--- config.mk ---
export PLATFORM = sky130hd
export DESIGN_NAME = chdr_inserter
export DESIGN_NICKNAME = d
export VERILOG_FILES = /design/src/rtl/chi_pkg.sv /design/src/rtl/chi_hdr_pack.sv /design/src/rtl/chi_align.sv /design/src/rtl/chi_fifo.sv /design/src/rtl/chdr_inserter.sv
export SDC_FILE = /design/constraint.sdc
export NUM_CORES = 1
export LEC_CHECK = 0
export ABC_AREA = 1
export BUFFER_PORTS_ARGS = -buffer_cell sky130_fd_sc_hd__buf_2
export CAP_MARGIN = 10
export CORE_MARGIN = 3
export CORE_UTILIZATION = 35
export DETAILED_ROUTE_END_ITERATION = 16
export PLACE_DENSITY = 0.59
export REMOVE_ABC_BUFFERS = 1
export SYNTH_ARGS = -nofsm -noshare
export SYNTH_HDL_FRONTEND = slang
export SYNTH_SLANG_ARGS = --single-unit
--- constraint.sdc ---
create_clock -name clk -period 14.49 [get_ports clk]
set_clock_uncertainty 0.1 [all_clocks]
set_input_delay 2.898 -clock clk [delete_from_list [all_inputs] [get_ports clk]]
set_output_delay 2.898 -clock clk [all_outputs]
set_load 0.03 [all_outputs]
--- src/rtl/chi_pkg.sv ---
package chi_pkg;
  localparam int BUS_W      = 64;
  localparam int HALF_W     = BUS_W / 2;
  localparam int HALF_BYTES = HALF_W / 8;
  localparam int EMP_W      = $clog2(BUS_W / 8);

  typedef struct packed {
    logic [BUS_W-1:0] data;
    logic             sop;
    logic             eop;
    logic [EMP_W-1:0] empty;
    logic             err;
  } beat_t;

  // field order is the wire order, MSB first
  typedef struct packed {
    logic       dir;
    logic [2:0] ver;
    logic [3:0] filt;
    logic [7:0] frame;
    logic [3:0] subf;
    logic [5:0] slot;
    logic [5:0] sym;
  } hdr_t;

  typedef enum logic [1:0] {ST_HEAD, ST_BODY, ST_TAIL} ast_t;
endpackage

--- src/rtl/chi_hdr_pack.sv ---
module chi_hdr_pack
  import chi_pkg::*;
(
  input  logic       f_dir,
  input  logic [2:0] f_ver,
  input  logic [3:0] f_filt,
  input  logic [7:0] f_frame,
  input  logic [3:0] f_subf,
  input  logic [5:0] f_slot,
  input  logic [5:0] f_sym,
  output hdr_t       hdr
);
  always_comb begin
    hdr.dir   = f_dir;
    hdr.ver   = f_ver;
    hdr.filt  = f_filt;
    hdr.frame = f_frame;
    hdr.subf  = f_subf;
    hdr.slot  = f_slot;
    hdr.sym   = f_sym;
  end
endmodule

--- src/rtl/chi_align.sv ---
module chi_align
  import chi_pkg::*;
(
  input  logic             clk,
  input  logic             rst,
  input  logic             in_valid,
  output logic             in_ready,
  input  logic [BUS_W-1:0] in_data,
  input  logic             in_sop,
  input  logic             in_eop,
  input  logic [EMP_W-1:0] in_empty,
  input  logic             in_error,
  input  hdr_t             hdr,
  input  logic             space,
  output logic             push,
  output beat_t            push_beat
);
  ast_t              st;
  logic [HALF_W-1:0] held;
  logic [EMP_W-1:0]  held_emp;
  logic              held_err;
  logic              take;
  logic              short_end;

  assign in_ready  = space && (st != ST_TAIL);
  assign take      = in_valid && in_ready;
  assign short_end = in_empty < EMP_W'(HALF_BYTES);

  always_comb begin
    push      = 1'b0;
    push_beat = '0;
    case (st)
      ST_HEAD: if (take && in_sop) begin
        push           = 1'b1;
        push_beat.data = {hdr, in_data[BUS_W-1:HALF_W]};
        push_beat.sop  = 1'b1;
        if (in_eop && !short_end) begin
          push_beat.eop   = 1'b1;
          push_beat.empty = in_empty - EMP_W'(HALF_BYTES);
          push_beat.err   = in_error;
        end
      end
      ST_BODY: if (take) begin
        push           = 1'b1;
        push_beat.data = {held, in_data[BUS_W-1:HALF_W]};
        if (in_eop && !short_end) begin
          push_beat.eop   = 1'b1;
          push_beat.empty = in_empty - EMP_W'(HALF_BYTES);
          push_beat.err   = in_error;
        end
      end
      ST_TAIL: if (space) begin
        push            = 1'b1;
        push_beat.data  = {held, {HALF_W{1'b0}}};
        push_beat.eop   = 1'b1;
        push_beat.empty = held_emp + EMP_W'(HALF_BYTES);
        push_beat.err   = held_err;
      end
      default: ;
    endcase
  end

  always_ff @(posedge clk) begin
    if (rst) begin
      st       <= ST_HEAD;
      held     <= '0;
      held_emp <= '0;
      held_err <= 1'b0;
    end else begin
      if (take && (st != ST_HEAD || in_sop)) begin
        held     <= in_data[HALF_W-1:0];
        held_emp <= in_empty;
        held_err <= in_error;
      end
      case (st)
        ST_HEAD: if (take && in_sop)
          st <= in_eop ? (short_end ? ST_TAIL : ST_HEAD) : ST_BODY;
        ST_BODY: if (take && in_eop)
          st <= short_end ? ST_TAIL : ST_HEAD;
        ST_TAIL: if (space) st <= ST_HEAD;
        default: st <= ST_HEAD;
      endcase
    end
  end


  tail_stall_chk: assert property (@(posedge clk) disable iff (rst)
    (take && in_eop && short_end && (st != ST_HEAD || in_sop)) |=> !in_ready);


  err_on_end_chk: assert property (@(posedge clk) disable iff (rst)
    (push && !push_beat.eop) |-> !push_beat.err);
endmodule

--- src/rtl/chi_fifo.sv ---
module chi_fifo
  import chi_pkg::*;
#(
  parameter int DEPTH   = 8,
  parameter int RDY_LAT = 0
) (
  input  logic  clk,
  input  logic  rst,
  input  logic  push,
  input  beat_t wbeat,
  output logic  full,
  input  logic  out_ready,
  output logic  out_valid,
  output beat_t out_beat
);
  localparam int AW = $clog2(DEPTH);

  beat_t         mem [DEPTH];
  logic [AW-1:0] wp;
  logic [AW-1:0] rp;
  logic [AW:0]   cnt;
  logic          pop;

  assign full = (cnt == (AW+1)'(DEPTH));

  always_ff @(posedge clk) begin
    if (push) mem[wp] <= wbeat;
    if (pop)  out_beat <= mem[rp];
  end

  always_ff @(posedge clk) begin
    if (rst) begin
      wp  <= '0;
      rp  <= '0;
      cnt <= '0;
    end else begin
      if (push) wp <= wp + 1'b1;
      if (pop)  rp <= rp + 1'b1;
      cnt <= cnt + (AW+1)'(push) - (AW+1)'(pop);
    end
  end

  generate
    if (RDY_LAT == 0) begin : g_rl0
      assign pop = (cnt != '0) && (!out_valid || out_ready);
      always_ff @(posedge clk) begin
        if (rst)            out_valid <= 1'b0;
        else if (pop)       out_valid <= 1'b1;
        else if (out_ready) out_valid <= 1'b0;
      end


      hold_chk: assert property (@(posedge clk) disable iff (rst)
        (out_valid && !out_ready) |=> (out_valid && $stable(out_beat)));
    end else begin : g_rln
      localparam int SHW = RDY_LAT - 1;
      logic [SHW-1:0] rsh;
      always_ff @(posedge clk) begin
        if (rst) rsh <= '0;
        else     rsh <= (rsh << 1) | SHW'(out_ready);
      end
      assign pop = (cnt != '0) && rsh[SHW-1];
      always_ff @(posedge clk) begin
        if (rst) out_valid <= 1'b0;
        else     out_valid <= pop;
      end


      latency_chk: assert property (@(posedge clk) disable iff (rst)
        out_valid |-> $past(out_ready, RDY_LAT));
    end
  endgenerate


  no_overflow_chk: assert property (@(posedge clk) disable iff (rst)
    push |-> !full);
endmodule

--- src/rtl/chdr_inserter.sv ---
module chdr_inserter
  import chi_pkg::*;
#(
  parameter int DEPTH   = 8,
  parameter int RDY_LAT = 0
) (
  input  logic        clk,
  input  logic        rst,
  input  logic        in_valid,
  output logic        in_ready,
  input  logic [63:0] in_data,
  input  logic        in_sop,
  input  logic        in_eop,
  input  logic [2:0]  in_empty,
  input  logic        in_error,
  input  logic        hdr_dir,
  input  logic [2:0]  hdr_ver,
  input  logic [3:0]  hdr_filter,
  input  logic [7:0]  hdr_frame,
  input  logic [3:0]  hdr_subframe,
  input  logic [5:0]  hdr_slot,
  input  logic [5:0]  hdr_symbol,
  output logic        out_valid,
  input  logic        out_ready,
  output logic [63:0] out_data,
  output logic        out_sop,
  output logic        out_eop,
  output logic [2:0]  out_empty,
  output logic        out_error
);
  hdr_t  hdr;
  beat_t wbeat;
  beat_t obeat;
  logic  push;
  logic  full;

  chi_hdr_pack u_pack (
    .f_dir(hdr_dir), .f_ver(hdr_ver), .f_filt(hdr_filter), .f_frame(hdr_frame),
    .f_subf(hdr_subframe), .f_slot(hdr_slot), .f_sym(hdr_symbol), .hdr(hdr)
  );

  chi_align u_align (
    .clk(clk), .rst(rst), .in_valid(in_valid), .in_ready(in_ready),
    .in_data(in_data), .in_sop(in_sop), .in_eop(in_eop), .in_empty(in_empty),
    .in_error(in_error), .hdr(hdr), .space(!full), .push(push), .push_beat(wbeat)
  );

  chi_fifo #(.DEPTH(DEPTH), .RDY_LAT(RDY_LAT)) u_fifo (
    .clk(clk), .rst(rst), .push(push), .wbeat(wbeat), .full(full),
    .out_ready(out_ready), .out_valid(out_valid), .out_beat(obeat)
  );

  assign out_data  = obeat.data;
  assign out_sop   = obeat.sop;
  assign out_eop   = obeat.eop;
  assign out_empty = obeat.empty;
  assign out_error = obeat.err;
endmodule

==> impl_metrics.ini <==
[clock_tree]
cts_buffer_depth = 3
clock_latency_ps = 600
cts_resized = 0
cts_tree = yes
clock-sinks = 679
cts_max_level = 3
clk_pin_slew_ps = 60
cts_buffers = 73
cts_hold_buffers = 0
cts_setup_buffers = 0
clockRootBuffer = clkbuf_16

[floorplanning]
ios = 178
num_rows = 100
initial_core_util_pct = 35.52
die_w_um = 281.5
die-area_mm2 = 0.07926
core_mm2 = 0.07482
die_y_um = 281.5

[worst_hold_path]
worstHoldPathCells = 2
hold_class = reg -> reg

[setup_path]
rr_worst_depth = 9
worstPathArrival_ps = 5930
critical_path_class = in -> reg
critPathMaxFanout = 49
endpoint_kind = register
cp.required_ps = 14600
worstSetupStartpointType = input pin

[logic_synthesis]
synth_top_family_by_area = simple AND/OR/NAND/NOR gates
synth_area_mm2 = 0.02657
synth_xor_area_share_pct = 0.06592
synth_compound_area_share_pct = 9.384
synthMuxAreaShare_pct = 0
yosysWarnings = 0
avgSynthCellArea_um2 = 12.98
synth.distinct_cells = 33
seq_area_frac_synth_pct = 74.88
syn_inst = 2048
synthAdderAreaFrac_pct = 0.4520
synth_simple_gate_area_share_pct = 12.23
synth-seq-cells = 679

[power]
power.internal_mw = 3.919
switching_share_pct = 33.72
irDropWorstVdd_mv = 0.09813
power_switching_mw = 1.994
pwr-share-clk_pct = 29.8
power_frac_comb_pct = 26.6
p_per_area_mw_per_mm2 = 193.4
seqPwrFrac_pct = 43.5
total_leakage_power_nw = 10.90

[detailed_routing]
vias_per_cell = 5.148
wl_per_cell_um = 20.40
drt_wl_total_mm = 65.54
antenna_left = 0
drt-initial-drc-count = 1465
vias = 16540
drtPass1Iterations = 5
drcViolationCount = 0

[grt]
grt_pass1_wl_mm = 98.94
grt_use_met2_pct = 27.39
grt.total_usage_pct = 16.40
grt_pass1_vias = 16710
met3_usage_pct = 2.766
grt_overflow = 0
grt_busiest_layer = met2
grt_start_max_net_pins = 176
antenna_found_initial = 0
use_met1_pct = 21.88

[timing]
slew_violations = 0
tightest_slew_ps = 1209
min_period_over_period_pct = 40.15
hold_viol = 0
max_freq_mhz = 171.9
setup_slack_ps = 8672
slew_headroom_pct = 19.39
rsz0062_at_grt = no
setup-tns-final_ps = 0
setup_viol_count_final = 0
period_needed_ps = 5818

[place]
io_buffers = 177
gp_congestion = 0.7410
placed_cell_area_mm2 = 0.02831
place_ws_ps = 7991
hpwl_mm = 35.16

[cells_and_area]
diodes = 0
fin_area_mm2 = 0.03057
fin_nets = 2306
final_cell_mix = edfxtp_1 (630), nor2_1 (510), nand2_1 (230)
layout_commonest_cell = edfxtp_1
layout-drive-gt1-share_pct = 15.82
syn_to_final_growth_pct = 15.03

[status]
run_status = complete, no violations

[run]
maxCapViolations = 0
[registers in the layout, indices dropped and copies added (netlist names)]
signal,count
u_fifo.out_beat,70
u_fifo.mem,560
u_fifo.wp,3
u_fifo.out_valid,1
u_align.st,2
u_align.held,32
u_fifo.cnt,4
u_align.held_err,1
u_fifo.rp,3
u_align.held_emp,3
[metal layers]
layer	part of all wire [%]	up-vias	routed length (um)
met5	0	-	0
met4	2.4	0	1572
met3	5.6	107	3697
met2	48	469	31470
met1	44	8262	28800
li1	-	7701	-
[power groups by stage]
stage / logic [mW] / registers [mW] / clock network [mW]
2_1_floorplan: 0.806 / 2.89 / 0
3_3_place_gp: 1.56 / 2.62 / 0
3_5_place_dp: 1.59 / 2.61 / 0
6_report: 1.57 / 2.57 / 1.76
4_1_cts: 1.60 / 2.58 / 1.81
5_1_grt: 1.75 / 2.59 / 1.88
[per-stage QoR]
| stage | power (mW) | cells | utilization (%) | hold slack (ps) |
|---|---|---|---|---|
| 2_1_floorplan | 3.695 | 1921 | - | 365.3 |
| 3_3_place_gp | 4.176 | 3085 | 37.84 | 382.2 |
| 3_5_place_dp | 4.208 | 3085 | 37.84 | 385.6 |
| 4_1_cts | 5.990 | 3213 | 40.85 | 403.1 |
| 5_1_grt | 6.227 | 3213 | 40.85 | 428.2 |
| 6_report | 5.913 | 3213 | 40.85 | 399.7 |
[critical path: stages]
cell and delay [ps]:
buf_2 170, nand4_4 160, nor2_8 640, nor2_1 170, or2_4 340, nor2_4 620, buf_4 850
[final timing paths]
check,start,to,slack (ps)
setup reg to reg,u_fifo.cnt[2]$_SDFF_PP0_,u_fifo.mem[0][27]$_DFFE_PP_,10370
setup / recovery,in_valid,u_fifo.mem[0][27]$_DFFE_PP_,8670
hold / removal,u_align.held[17]$_SDFFE_PP0P_,u_align.held[17]$_SDFFE_PP0P_,400
hold reg to reg,u_align.held[17]$_SDFFE_PP0P_,u_align.held[17]$_SDFFE_PP0P_,400
[cell families after synthesis]
group,after synthesis
fa+ha+maj,9
compound gates,364
simple gates,808
flops,679
buf+inv,186
xor+xnor,2
[area by class of cell]
type	instances	area, um^2
sequential	679	19910
inverter	59	239.0
timing repair buffer	195	1021
clock inverter	31	275.3
fill	6877	44250
tap	969	1212
clock buffer	97	1979
multi-input combinational	1183	5931
[Yosys cell counts]
cell type / n / share of area (%)
or2_4: 1 / 0.033
clkbuf_1: 63 / 0.89
o21ai_0: 153 / 2.9
nor2_8: 2 / 0.15
a22o_1: 32 / 1.1
nand4_1: 9 / 0.21
nor2_4: 2 / 0.085
nor2_1: 514 / 7.3
buf_4: 4 / 0.11
edfxtp_1: 630 / 71
a21oi_4: 2 / 0.12
inv_2: 4 / 0.056
buf_1: 15 / 0.21
fa_1: 1 / 0.075
nand2_1: 230 / 3.2
inv_1: 53 / 0.75
nand3_1: 7 / 0.13
dfxtp_1: 49 / 3.7
a31oi_1: 1 / 0.024
buf_6: 3 / 0.13
buf_2: 42 / 0.79
a211oi_1: 1 / 0.028
nand2_2: 4 / 0.094
xnor2_1: 1 / 0.033
o32ai_1: 140 / 4.6
a21oi_1: 5 / 0.094
o21ai_1: 30 / 0.57
ha_1: 8 / 0.38
inv_4: 2 / 0.047
nand4_4: 1 / 0.080
nor2_2: 36 / 0.85
xor2_1: 1 / 0.033
nand2_4: 2 / 0.085
No activity file was read; power rests on OpenSTA's default activity.
